**config.mk**
```make
export PLATFORM = sky130hd
export DESIGN_NAME = reglock_scoreboard
export DESIGN_NICKNAME = d
export VERILOG_FILES = /design/src/rtl/regscb_pkg.sv /design/src/rtl/rl_fifo_store.sv /design/src/rtl/rl_column_or.sv /design/src/rtl/rl_onehot_enc.sv /design/src/rtl/reglock_scoreboard.sv
export SDC_FILE = /design/constraint.sdc
export NUM_CORES = 1
export LEC_CHECK = 0
export BUFFER_PORTS_ARGS = -buffer_cell sky130_fd_sc_hd__buf_4
export CELL_PAD_IN_SITES_DETAIL_PLACEMENT = 0
export CELL_PAD_IN_SITES_GLOBAL_PLACEMENT = 1
export CORE_MARGIN = 2
export CORE_UTILIZATION = 25
export CTS_CLUSTER_SIZE = 12
export DETAILED_ROUTE_END_ITERATION = 12
export GPL_ROUTABILITY_DRIVEN = 0
export PLACE_DENSITY_LB_ADDON = 0.1
export SYNTH_ARGS = -nofsm -noshare
export SYNTH_HDL_FRONTEND = slang
export SYNTH_SLANG_ARGS = --single-unit
```
**constraint.sdc**
```tcl
create_clock -name clk -period 1.95 [get_ports clk]
set_input_delay 0.585 -clock clk [delete_from_list [all_inputs] [get_ports clk]]
set_output_delay 0.585 -clock clk [all_outputs]
set_load 0.05 [all_outputs]
```
**src/rtl/regscb_pkg.sv**
```systemverilog
`timescale 1ns/1ps
package regscb_pkg;

    // Default geometry of the scoreboard
    localparam int DEF_NUM_REGS = 16;
    localparam int DEF_DEPTH    = 4;

    // Operation applied to the row store on one clock edge
    typedef enum logic [1:0] {
        ST_IDLE = 2'b00,
        ST_PUSH = 2'b01,
        ST_POP  = 2'b10,
        ST_BOTH = 2'b11
    } store_op_e;

    // Occupancy summary of the row store
    typedef struct packed {
        logic full;
        logic empty;
    } occ_t;

    function automatic store_op_e pick_op(input logic do_push, input logic do_pop);
        return store_op_e'({do_pop, do_push});
    endfunction

endpackage

```
**src/rtl/rl_fifo_store.sv**
```systemverilog
`timescale 1ns/1ps
module rl_fifo_store
    import regscb_pkg::*;
#(
    parameter int NUM_REGS = DEF_NUM_REGS,
    parameter int DEPTH    = DEF_DEPTH
) (
    input  logic                               clk,
    input  logic                               rst,
    input  logic                               push_req,
    input  logic [NUM_REGS-1:0]                push_row,
    input  logic                               pop_req,
    output logic [DEPTH-1:0][NUM_REGS-1:0]     rows,
    output logic [NUM_REGS-1:0]                head_row,
    output occ_t                               occ
);

    localparam int PTR_W = (DEPTH > 1) ? $clog2(DEPTH) : 1;
    localparam int CNT_W = $clog2(DEPTH + 1);
    localparam logic [PTR_W-1:0] LAST_PTR = PTR_W'(DEPTH - 1);
    localparam logic [CNT_W-1:0] FULL_CNT = CNT_W'(DEPTH);

    logic [PTR_W-1:0] rd_ptr, wr_ptr;
    logic [CNT_W-1:0] count;
    logic             do_push, do_pop;
    store_op_e        op;

    function automatic logic [PTR_W-1:0] adv(input logic [PTR_W-1:0] p);
        return (p == LAST_PTR) ? '0 : p + 1'b1;
    endfunction

    assign occ.full  = (count == FULL_CNT);
    assign occ.empty = (count == '0);

    // A push is refused whenever every stage is taken, pop or not
    assign do_push = push_req && !occ.full;
    assign do_pop  = pop_req  && !occ.empty;
    assign op      = pick_op(do_push, do_pop);

    always_ff @(posedge clk) begin
        if (rst) begin
            rows   <= '0;
            rd_ptr <= '0;
            wr_ptr <= '0;
            count  <= '0;
        end else begin
            unique case (op)
                ST_PUSH: begin
                    rows[wr_ptr] <= push_row;
                    wr_ptr       <= adv(wr_ptr);
                    count        <= count + 1'b1;
                end
                ST_POP: begin
                    rows[rd_ptr] <= '0;
                    rd_ptr       <= adv(rd_ptr);
                    count        <= count - 1'b1;
                end
                ST_BOTH: begin
                    // Not full, so write and read stages differ
                    rows[rd_ptr] <= '0;
                    rows[wr_ptr] <= push_row;
                    rd_ptr       <= adv(rd_ptr);
                    wr_ptr       <= adv(wr_ptr);
                end
                default: ;
            endcase
        end
    end

    assign head_row = rows[rd_ptr];

endmodule

```
**src/rtl/rl_column_or.sv**
```systemverilog
`timescale 1ns/1ps
module rl_column_or
    import regscb_pkg::*;
#(
    parameter int NUM_REGS = DEF_NUM_REGS,
    parameter int DEPTH    = DEF_DEPTH
) (
    input  logic [DEPTH-1:0][NUM_REGS-1:0] rows,
    output logic [NUM_REGS-1:0]            lock_vec
);

    // Empty stages hold zeros, so every stage may join the OR
    for (genvar c = 0; c < NUM_REGS; c++) begin : g_col
        logic [DEPTH-1:0] column;
        for (genvar s = 0; s < DEPTH; s++) begin : g_stage
            assign column[s] = rows[s][c];
        end
        assign lock_vec[c] = |column;
    end

endmodule

```
**src/rtl/rl_onehot_enc.sv**
```systemverilog
`timescale 1ns/1ps
module rl_onehot_enc
    import regscb_pkg::*;
#(
    parameter int NUM_REGS = DEF_NUM_REGS,
    parameter int REG_W    = $clog2(NUM_REGS)
) (
    input  logic [NUM_REGS-1:0] onehot,
    output logic [REG_W-1:0]    index
);

    always_comb begin
        index = '0;
        for (int i = 0; i < NUM_REGS; i++) begin
            index = index | (onehot[i] ? REG_W'(i) : '0);
        end
    end

endmodule

```
**src/rtl/reglock_scoreboard.sv**
```systemverilog
`timescale 1ns/1ps
module reglock_scoreboard
    import regscb_pkg::*;
#(
    parameter int NUM_REGS = DEF_NUM_REGS,
    parameter int DEPTH    = DEF_DEPTH,
    parameter int REG_W    = $clog2(NUM_REGS)
) (
    input  logic             clk,
    input  logic             rst,
    input  logic             iss_valid,
    input  logic [REG_W-1:0] iss_dst,
    output logic             full,
    input  logic             wb_pop,
    output logic             wb_valid,
    output logic [REG_W-1:0] wb_reg,
    input  logic [REG_W-1:0] src_reg,
    output logic             src_stall
);

    logic [NUM_REGS-1:0]            dst_row;
    logic [DEPTH-1:0][NUM_REGS-1:0] rows;
    logic [NUM_REGS-1:0]            head_row;
    logic [NUM_REGS-1:0]            lock_vec;
    occ_t                           occ;

    // Decode destination number into a one-hot row
    for (genvar i = 0; i < NUM_REGS; i++) begin : g_dec
        assign dst_row[i] = (iss_dst == REG_W'(i));
    end

    rl_fifo_store #(
        .NUM_REGS (NUM_REGS),
        .DEPTH    (DEPTH)
    ) u_store (
        .clk      (clk),
        .rst      (rst),
        .push_req (iss_valid),
        .push_row (dst_row),
        .pop_req  (wb_pop),
        .rows     (rows),
        .head_row (head_row),
        .occ      (occ)
    );

    rl_column_or #(
        .NUM_REGS (NUM_REGS),
        .DEPTH    (DEPTH)
    ) u_cols (
        .rows     (rows),
        .lock_vec (lock_vec)
    );

    rl_onehot_enc #(
        .NUM_REGS (NUM_REGS),
        .REG_W    (REG_W)
    ) u_enc (
        .onehot   (head_row),
        .index    (wb_reg)
    );

    assign full      = occ.full;
    assign wb_valid  = !occ.empty;
    assign src_stall = lock_vec[src_reg];

endmodule

```
==> results.ini <==
[outcome]
status = complete, but fails checks
violations = negative setup slack

[sta]
finalHoldViolCount = 0
rsz0062_at_grt = true
skew_ns = 0.00878
period_share = 1.35
min_period_ns = 2.63
slew_headroom = 0.706
tns_ns = -7.57
final-setup-viol-count = 67
tightest_slew_ns = 0.438
report.final.slew_viol_count = 0
timing.final.ws_setup_ns = -0.679
clock.fmax_mhz = 380

[placement]
dp_cells = 647
port_buffers = 18
place_hpwl_microns = 8260
dpl-instance-area_sq_um = 4960

[worst_setup_path]
worstRegToRegCells = 12
rr_startpoint = u_store.count[1]
crit_fanout = 6
cp.depth = 5
cp.arrival_ns = 2.04
crit_family = multiplexers
max_stage_delay_ns = 0.56
path_cells = mux4_2 -> nor4_4 -> buf_4 -> nand3_1 -> buf_6
cp.required_ns = 1.36
slowest_stage = mux4_2
crit_start = u_store.rd_ptr[1]
crit_buf_inv = 2
rrSetupSlack_ns = -0.13
crit_end = wb_reg[1]
crit_type = reg -> out
start_kind = flip-flop
end_kind = output pin

[power]
clkPwrFrac = 0.288
intPower_uw = 4100
power_frac_seq = 0.252
total_power_uw = 6370
peakVddDrop_mv = 1.27
leakagePower_uw = 0.00229
p_switching_uw = 2270
power_density_nw_per_um2 = 1040
sw_frac_of_total = 0.356
combPwrFrac = 0.459

[clock_tree]
ctsHtreeMaxLevel = 3
ctsHoldBuffers = 0
cts-root-buf = clkbuf_16
clock_sinks = 71
clk_pin_slew_ns = 0.06
cts_made_buffers = 9
clock_latency_ns = 0.35
clockBufferDepth = 2
cts_tree = built

[detailed_routing]
post-route-drc-count = 0
wire_per_inst_microns = 19.8
drtIter0Drc = 198
routed_via_density = 5.09
ant_nets = 0
num_vias = 3494
drt_wl_total_microns = 13600
drt_pass1_iterations = 4

[grt]
groute.usage.overall = 0.180
grt_pass1_vias = 3654
grt_overflow_total = 0
antenna_found_initial = 0
grt_pass1_wl_microns = 21600
grt_start_max_net_pins = 72

[floorplan]
io_pins = 19
initial_core_util = 0.255
core-area_sq_um = 14500
num_rows = 44
die_h_microns = 125
die_x_microns = 125
die-area_sq_um = 15700

[final_layout]
design_area_sq_um = 6150
fin_util = 0.425
finalNonFillerCells = 686
synthToLayoutAreaGrowth_pct = 66.8
num_antenna_cells = 0
final_layout_size_suffix_gt1_frac = 0.610
nFillCells = 1415
nNetsFinal = 521

[synth]
synth_area_sq_um = 3690
synth_fp_nets = 406
syn_inst = 382
ys.warnings.count = 0
ys_seq_elements = 71
yosysSeqAreaShare = 0.386
synth.avg_cell_area_sq_um = 9.65
yosysUniqueCellTypes = 42

[run]
drv_cap = 0

[min_path]
hp-class = reg -> reg

-- worst min-delay path by stage --
stage | to | cells after the start | startpoint
after detailed placement | flip-flop | 2 | flip-flop
after global placement | u_store.count[1] | 2 | u_store.count[1]
after CTS | u_store.count[1] | 2 | u_store.count[1]
after floorplan | flip-flop | 2 | flip-flop
after global routing | u_store.count[1] | 2 | u_store.count[1]
final | u_store.wr_ptr[0] | 2 | u_store.wr_ptr[0]
-- cells in the mapped netlist, drive strengths merged --
library cell	n	area (sq um)
dfxtp	71	1420
or3	1	6.26
nor2	80	300
nor3b	2	15.0
a21oi	3	15.0
xnor2	3	26.3
mux2i	1	10.0
nand2	10	37.5
nor3	3	15.0
o211ai	1	7.51
o41ai	2	17.5
and4bb	4	50.1
nand3	5	25.0
ha	11	138
o21ai	7	35.0
clkbuf	16	60.1
a31oi	1	6.26
nor4b	8	138
buf	14	88.8
or2	2	12.5
a211oi	1	7.51
nor4	19	185
o22ai	1	6.26
nand4	1	6.26
a311oi	2	17.5
inv	10	37.5
nand2b	8	50.1
a22oi	65	488
nor2b	7	43.8
fa	1	20.0
o221ai	1	8.76
a21o	4	30.0
nand3b	2	15.0
mux4	15	345
-- routing by layer --
| metal | track usage | part of all wire |
|---|---|---|
| met2 | 0.290 | 0.48 |
| met4 | 0.0608 | 0.019 |
| met5 | 0 | 0 |
| met1 | 0.242 | 0.47 |
| met3 | 0.0359 | 0.035 |
-- through the flow --
step | worst slack [ns] | hold WS [ns]
final | -0.679 | 0.514
after global routing | -0.767 | 0.538
after CTS | -0.697 | 0.510
after detailed placement | -0.451 | 0.493
after global placement | -0.407 | 0.489
after floorplan | -0.393 | 0.466
-- cell families after synthesis --
| family | Yosys count | share of synthesized area |
|---|---|---|
| multiplexers | 16 | 0.0964 |
| XOR/XNOR | 3 | 0.00713 |
| adder cells (fa/ha/maj) | 12 | 0.0428 |
| AO/OA/AOI/OAI | 88 | 0.173 |
| flip-flops | 71 | 0.386 |
| AND/OR/NAND/NOR | 152 | 0.244 |
| buffers and inverters | 40 | 0.0506 |
-- cells in the final DEF, fill, tap and decap left out, types with 8 or more instances in the layout --
master / n
a22oi_2: 63
buf_12: 11
buf_4: 94
buf_6: 20
clkbuf_16: 9
dfxtp_1: 59
dfxtp_2: 10
ha_1: 8
mux4_2: 15
nand2_1: 9
nor2_1: 77
nor4_4: 10
-- worst reg2reg max path, stage by stage, from the launching register on --
cell and delay (ns):
dfxtp_2 0.33, buf_6 0.11, nor3b_4 0.19, nand2b_4 0.19
ha_4 0.15, buf_8 0.11, buf_6 0.11, buf_6 0.09
o21ai_2 0.05, a21o_4 0.26, buf_12 0.16, a22oi_2 0.14
nor2_1 0.06
-- what timing repair did --
action,4_1_cts,5_1_grt
cloned,5,0
endpoints found under the setup margin,55,73
resized for setup,112,41
pin swaps,35,48
setup buffers,20,8
-- final cells by class --
type	count	area [sq um]	area share
multi-input combinational	271	2780	0.452
sequential	71	1440	0.234
timing repair buffer	134	1340	0.217
clock buffer	11	243	0.0395
tap	184	230	0.0374
clock inverter	5	81.3	0.0132
inverter	10	40.0	0.00651
-- power groups by stage --
stage          Clock (uW)  Combinational [uW]  Sequential (uW)
2_1_floorplan           0                1340             1610
3_3_place_gp            0                2180             1620
3_5_place_dp            0                2190             1620
4_1_cts              1880                2900             1600
5_1_grt              1930                3100             1620
6_report             1840                2930             1610
No activity file was read; power rests on OpenSTA's default activity.
